$ cat config.mk
export PLATFORM = sky130hd
export DESIGN_NAME = rename_table
export DESIGN_NICKNAME = d
export VERILOG_FILES = /design/src/rtl/rnm_pkg.sv /design/src/rtl/rnm_map.sv /design/src/rtl/rnm_free_fifo.sv /design/src/rtl/rename_table.sv
export SDC_FILE = /design/constraint.sdc
export NUM_CORES = 1
export LEC_CHECK = 0
export BUFFER_PORTS_ARGS = -buffer_cell sky130_fd_sc_hd__buf_2
export CAP_MARGIN = 10
export CORE_ASPECT_RATIO = 1.25
export CORE_MARGIN = 2
export CORE_UTILIZATION = 58
export CTS_BUF_LIST = sky130_fd_sc_hd__clkbuf_2
export DETAILED_ROUTE_END_ITERATION = 10
export PLACE_DENSITY = 0.88
export SLEW_MARGIN = 20
export SYNTH_ARGS = -nofsm -noshare
export SYNTH_HDL_FRONTEND = slang
export SYNTH_SLANG_ARGS = --single-unit
$ cat constraint.sdc
create_clock -name clk -period 2.5 [get_ports clk]
set_input_delay 0.25 -clock clk [delete_from_list [all_inputs] [get_ports clk]]
set_output_delay 0.25 -clock clk [all_outputs]
set_load 0.01 [all_outputs]
$ cat src/rtl/rnm_pkg.sv
package rnm_pkg;
   // index width for a range of n values, never below one bit
   function automatic int w_of(input int n);
      return (n > 1) ? $clog2(n) : 1;
   endfunction
endpackage

$ cat src/rtl/rnm_map.sv
module rnm_map #(
   parameter int ENTRIES = 16,
   parameter int AW      = 4,
   parameter int PW      = 6,
   parameter int NRD     = 3
) (
   input  logic              clk,
   input  logic              rst_n,
   input  logic [NRD*AW-1:0] rd_idx,
   output logic [NRD*PW-1:0] rd_tag,
   input  logic              wa_en,
   input  logic [AW-1:0]     wa_idx,
   input  logic [PW-1:0]     wa_tag,
   input  logic              wb_en,
   input  logic [AW-1:0]     wb_idx,
   input  logic [PW-1:0]     wb_tag
);
   logic [PW-1:0] ent [ENTRIES];

   for (genvar g = 0; g < ENTRIES; g++) begin : g_ent
      always_ff @(posedge clk) begin
         if (!rst_n)
            ent[g] <= PW'(g);
         else if (wb_en && wb_idx == AW'(g))
            ent[g] <= wb_tag;
         else if (wa_en && wa_idx == AW'(g))
            ent[g] <= wa_tag;
      end
   end

   for (genvar r = 0; r < NRD; r++) begin : g_rd
      assign rd_tag[r*PW +: PW] = ent[rd_idx[r*AW +: AW]];
   end
endmodule

$ cat src/rtl/rnm_free_fifo.sv
module rnm_free_fifo import rnm_pkg::*; #(
   parameter int DEPTH = 32,
   parameter int BASE  = 16,
   parameter int PW    = 6,
   parameter int CW    = 6
) (
   input  logic          clk,
   input  logic          rst_n,
   input  logic          pop,
   input  logic          push,
   input  logic [PW-1:0] push_tag,
   output logic [PW-1:0] head_tag,
   output logic [CW-1:0] count
);
   localparam int QW = w_of(DEPTH);

   logic [PW-1:0] slot [DEPTH];
   logic [QW-1:0] rd_ptr, wr_ptr;
   logic          push_ok;

   function automatic logic [QW-1:0] bump(input logic [QW-1:0] p);
      return (p == QW'(DEPTH - 1)) ? '0 : p + 1'b1;
   endfunction

   assign push_ok  = push && ((count != CW'(DEPTH)) || pop);
   assign head_tag = slot[rd_ptr];

   for (genvar k = 0; k < DEPTH; k++) begin : g_slot
      always_ff @(posedge clk) begin
         if (!rst_n)
            slot[k] <= PW'(BASE + k);
         else if (push_ok && wr_ptr == QW'(k))
            slot[k] <= push_tag;
      end
   end

   always_ff @(posedge clk) begin
      if (!rst_n) begin
         rd_ptr <= '0;
         wr_ptr <= '0;
         count  <= CW'(DEPTH);
      end else begin
         if (pop)     rd_ptr <= bump(rd_ptr);
         if (push_ok) wr_ptr <= bump(wr_ptr);
         count <= count + CW'(push_ok) - CW'(pop);
      end
   end
endmodule

$ cat src/rtl/rename_table.sv
module rename_table import rnm_pkg::*; #(
   parameter int ARCH_REGS = 16,
   parameter int PHYS_REGS = 48,
   parameter int ZERO_IDX  = 0,
   parameter int NUM_SRC   = 2,
   localparam int AW    = w_of(ARCH_REGS),
   localparam int PW    = w_of(PHYS_REGS),
   localparam int DEPTH = PHYS_REGS - ARCH_REGS,
   localparam int CW    = w_of(DEPTH + 1)
) (
   input  logic                  clk,
   input  logic                  rst_n,
   input  logic                  ren_valid,
   input  logic [AW-1:0]         ren_arch,
   output logic [PW-1:0]         ren_new,
   output logic [PW-1:0]         ren_prev,
   output logic                  ren_stall,
   input  logic [NUM_SRC*AW-1:0] lk_arch,
   output logic [NUM_SRC*PW-1:0] lk_tag,
   input  logic                  fix_valid,
   input  logic [AW-1:0]         fix_arch,
   input  logic [PW-1:0]         fix_tag,
   input  logic                  rel_valid,
   input  logic [PW-1:0]         rel_tag,
   output logic [CW-1:0]         free_cnt
);
   localparam int NRD = NUM_SRC + 1;

   if (ARCH_REGS < 1) begin : g_bad_arch
      $error("rename_table: ARCH_REGS must be at least 1");
   end
   if (PHYS_REGS <= ARCH_REGS) begin : g_bad_phys
      $error("rename_table: PHYS_REGS must exceed ARCH_REGS");
   end
   if (NUM_SRC < 1) begin : g_bad_src
      $error("rename_table: NUM_SRC must be at least 1");
   end

   logic              zero_hit, empty, take;
   logic [PW-1:0]     head_tag;
   logic [NRD*AW-1:0] rd_idx;
   logic [NRD*PW-1:0] rd_tag;

   if (ZERO_IDX < ARCH_REGS) begin : g_zero
      assign zero_hit = ren_valid && (ren_arch == AW'(ZERO_IDX));
   end else begin : g_nozero
      assign zero_hit = 1'b0;
   end

   assign empty     = (free_cnt == '0);
   assign take      = ren_valid && !zero_hit && !empty;
   assign ren_stall = ren_valid && !zero_hit && empty;

   assign rd_idx   = {lk_arch, ren_arch};
   assign ren_prev = rd_tag[PW-1:0];
   assign ren_new  = zero_hit ? rd_tag[PW-1:0] : head_tag;
   assign lk_tag   = rd_tag[NRD*PW-1:PW];

   rnm_map #(
      .ENTRIES(ARCH_REGS), .AW(AW), .PW(PW), .NRD(NRD)
   ) u_map (
      .clk(clk), .rst_n(rst_n),
      .rd_idx(rd_idx), .rd_tag(rd_tag),
      .wa_en(take), .wa_idx(ren_arch), .wa_tag(head_tag),
      .wb_en(fix_valid), .wb_idx(fix_arch), .wb_tag(fix_tag)
   );

   rnm_free_fifo #(
      .DEPTH(DEPTH), .BASE(ARCH_REGS), .PW(PW), .CW(CW)
   ) u_free (
      .clk(clk), .rst_n(rst_n),
      .pop(take), .push(rel_valid), .push_tag(rel_tag),
      .head_tag(head_tag), .count(free_cnt)
   );
endmodule

==> run summary <==
status = finished with violations
failing checks = setup timing
Most common cell on crit path = buf_6
H-Tree Depth = 3
WP buf/inv = 4
Max Root-Sink Buffers = 3
CP endpoint kind = output pin
CP top delay family = buffers and inverters
CP Max Fanout = 6
R2R cell count = 11
hold_ws = 0.184 ns
Yosys warning count = 0
count of flip-flops with a built-in enable after synthesis = 288
CTS buffer count = 74
GPL Wtd Cong = 0.974
Max Transition Viols Final = 0
total track usage = 35.8%
Synthesized Nets = 1363
worst reg-to-reg setup slack = -0.10 ns
DR DRC count = 0
Post-Syn Instances = 1312
largest net degree at the start of global routing = 40
Area growth syn-to-layout = 20.8%
WHS Endpoint = u_map.ent[3][0]
post-synthesis sequential area ratio = 53.9%
global route total overflow = 0
Setup Crit Path Kind = register to output pin
fill count = 1779
drt wl/cell = 27.8 µm
crit path DAT = 3.04 ns
final wirelength = 55300 µm
worst skew pair latency = 0.95 ns
crit-path cells = buf_6, buf_6, mux2i_2, a22oi_1, a21oi_2, nor4_4, buf_4, mux2_2, buf_2
minimum clock period = 3.29 ns
Starting Density = 59.1%
clk sink count = 309
Setup-failing EPs final = 50
synthesized area = 16800 µm²
final hold vios = 0
FP Rows = 69
initial antenna violation count = 6
Avg Cell Area, Syn = 12.8 µm²
Design Area, Final = 20300 µm²
total core area = 28500 µm²
RSZ-0062 raised after global routing = yes
first-pass GRT wire length = 80500 µm
total power = 13.2 mW
Max Freq = 304 MHz
Die H = 194 µm
Setup WS post-layout = -0.786 ns
Post-Place Cells = 1793
dpl cell area = 18500 µm²
Final Util = 71.4%
maximum vdd drop = 0.489 mV
Routed Antenna Nets = 0
Hold Path Cell Cnt = 5
1st-iter DRT viols = 1993
Root Driver = clkbuf_2
Via density = 6.97
die area = 30400 µm²
Leak = 6.79 nW
Worst-Margin Slew = 0.730 ns
WP data required = 2.25 ns
slew margin rel. = 51.2%
Port Buf Inserts = 63
Post-synth ARST share = 0%
# IOs = 64
via count = 13900
worst clock skew = 0.141 ns
clock-pin slew on the worst setup and hold paths = 0.12 ns
hold_sp = ren_arch[3]
maxcap violations = 0
number of global-route vias before repair = 13900
Non-Filler Instances = 1988
layout cells sized above 1 = 36.1%
worst r2r dst = u_map.ent[2][2]
Setup crit start kind = register
CTS tree = done
worst hold-check path type = input port to register
Final Cycle Share = 131%
Detailed Routing Iterations Pass 1 = 8
hpwl dp = 37800 µm
NumNets Final = 1627
width of the die = 156 µm
Slowest cell on crit path = dfxtp_4
crit-path max cell delay = 0.42 ns
Post-synth top flop = edfxtp_1
synth unique cells = 56
Pwr Density = 650 nW/µm²
#FFs+latches synth = 309
-- kinds of logic (layout without fill, tap and decap cells) --
group	count (synthesis)	count (layout)	share of synthesized area, %
muxes	193	193	18.5
adders and majority gates	18	18	1.38
other	0	5	0
DFF	309	309	53.9
and+or+nand+nor	433	433	12.2
AOI/OAI and AO/OA	235	235	10.3
buffers and inverters	121	437	3.58
xor gates and xnor gates	3	3	0.156
-- cells in the mapped netlist, types with 3 or more instances --
| cell type | n | area, µm² |
|---|---|---|
| buf_8 | 3 | 45.0 |
| nor2_1 | 148 | 556 |
| mux2i_1 | 96 | 961 |
| buf_1 | 15 | 56.3 |
| o32a_1 | 8 | 80.1 |
| nor2b_1 | 6 | 37.5 |
| dfxtp_1 | 21 | 420 |
| nand3_1 | 55 | 275 |
| inv_1 | 17 | 63.8 |
| a22oi_1 | 48 | 360 |
| a21oi_1 | 42 | 210 |
| and3_1 | 12 | 75.1 |
| clkinv_1 | 3 | 11.3 |
| ha_1 | 17 | 213 |
| nand4_1 | 4 | 25.0 |
| nand3b_1 | 4 | 30.0 |
| and2_1 | 9 | 56.3 |
| o211ai_1 | 9 | 67.6 |
| nand2b_1 | 7 | 43.8 |
| or3_1 | 4 | 25.0 |
| buf_4 | 8 | 60.1 |
| o21ai_0 | 36 | 180 |
| a2bb2oi_2 | 6 | 90.1 |
| nor3_1 | 18 | 90.1 |
| o22a_1 | 8 | 70.1 |
| nor3b_1 | 6 | 45.0 |
| a2bb2oi_1 | 10 | 87.6 |
| clkbuf_1 | 53 | 199 |
| edfxtp_1 | 288 | 8650 |
| o221ai_1 | 3 | 26.3 |
| mux4_1 | 15 | 394 |
| nor4_4 | 6 | 128 |
| a22o_1 | 58 | 508 |
| buf_2 | 13 | 65.1 |
| nor4_1 | 5 | 31.3 |
| mux4_2 | 75 | 1690 |
| buf_6 | 7 | 78.8 |
| or4_1 | 4 | 30.0 |
| mux2_2 | 7 | 78.8 |
| or2_2 | 11 | 68.8 |
| nand2_1 | 128 | 480 |
-- worst max-delay path by stage --
| stage | to | slack (ns) | cells past startpoint | from |
|---|---|---|---|---|
| 2_1_floorplan | u_free.count[5] | 0.003 | 13 | u_free.count[4] |
| 3_3_place_gp | ren_new[4] | -0.38 | 8 | register |
| 3_5_place_dp | ren_new[4] | -0.40 | 8 | register |
| 4_1_cts | ren_new[0] | -0.76 | 10 | register |
| 5_1_grt | ren_new[2] | -0.85 | 9 | register |
| 6_report | ren_new[2] | -0.79 | 9 | register |
-- power by group --
group          total [mW]  internal (mW)  switching (mW)
Sequential           6.03           5.87           0.161
Clock                3.54           1.45            2.09
Combinational        3.64           1.63            2.01
-- per-stage QoR --
stage	setup slack (ns)	TNS, ns
floorplan	0.00294	0
global placement	-0.383	-3.44
detailed placement	-0.404	-4.52
CTS	-0.757	-11.40
global route	-0.853	-14.40
finish	-0.786	-12.88
-- sequential cells by signal, summed over array words and instances, names as in the netlist, named ones only --
signal	cells
u_free.slot	192
u_map.ent	96
u_free.count	6
u_free.rd_ptr	5
u_free.wr_ptr	5
-- repair_timing --
action,CTS,global route
gates resized for setup,58,90
pin swaps,24,32
endpoints found under the setup margin,84,100
buffers inserted,21,21
hold buffers,23,0
hold endpoints to repair,203,0
-- worst min-delay path, stage by stage --
cell,delay (ns)
buf_2,0.16
buf_4,0.26
nor4_1,0.12
nand3_1,0.11
o22a_1,0.14
-- cells in the final DEF, fill, tap and decap left out, drive strengths merged, types with 23 or more instances in the layout --
cell type	netlist	layout
a21oi	42	42
a22o	58	58
a22oi	48	48
buf	47	265
clkbuf	53	106
dlygate4sd3	0	23
edfxtp	288	288
mux2i	96	96
mux4	90	90
nand2	128	128
nand3	55	55
nor2	148	148
o21ai	36	36
-- layer usage --
metal  vias to the layer above  wire length (µm)  track usage (%)
li1                       5692                 -                -
met1                      6495             16500             38.6
met2                      1285             27100             59.9
met3                       374              6470             9.88
met4                         4              5190             26.5
met5                         -                27                0
-- final cells by class --
class	count	area [µm²]	share of cell area [%]
multi-input cells	882	7550	37.1
repair buffers	288	2460	12.1
inverters	21	78.8	0.388
diodes	5	12.5	0.0615
flip-flops and latches	309	9080	44.6
well taps	355	444	2.18
clock inverters	22	180	0.886
clock buffers	106	531	2.61
Power figures use the tool's default switching activity.
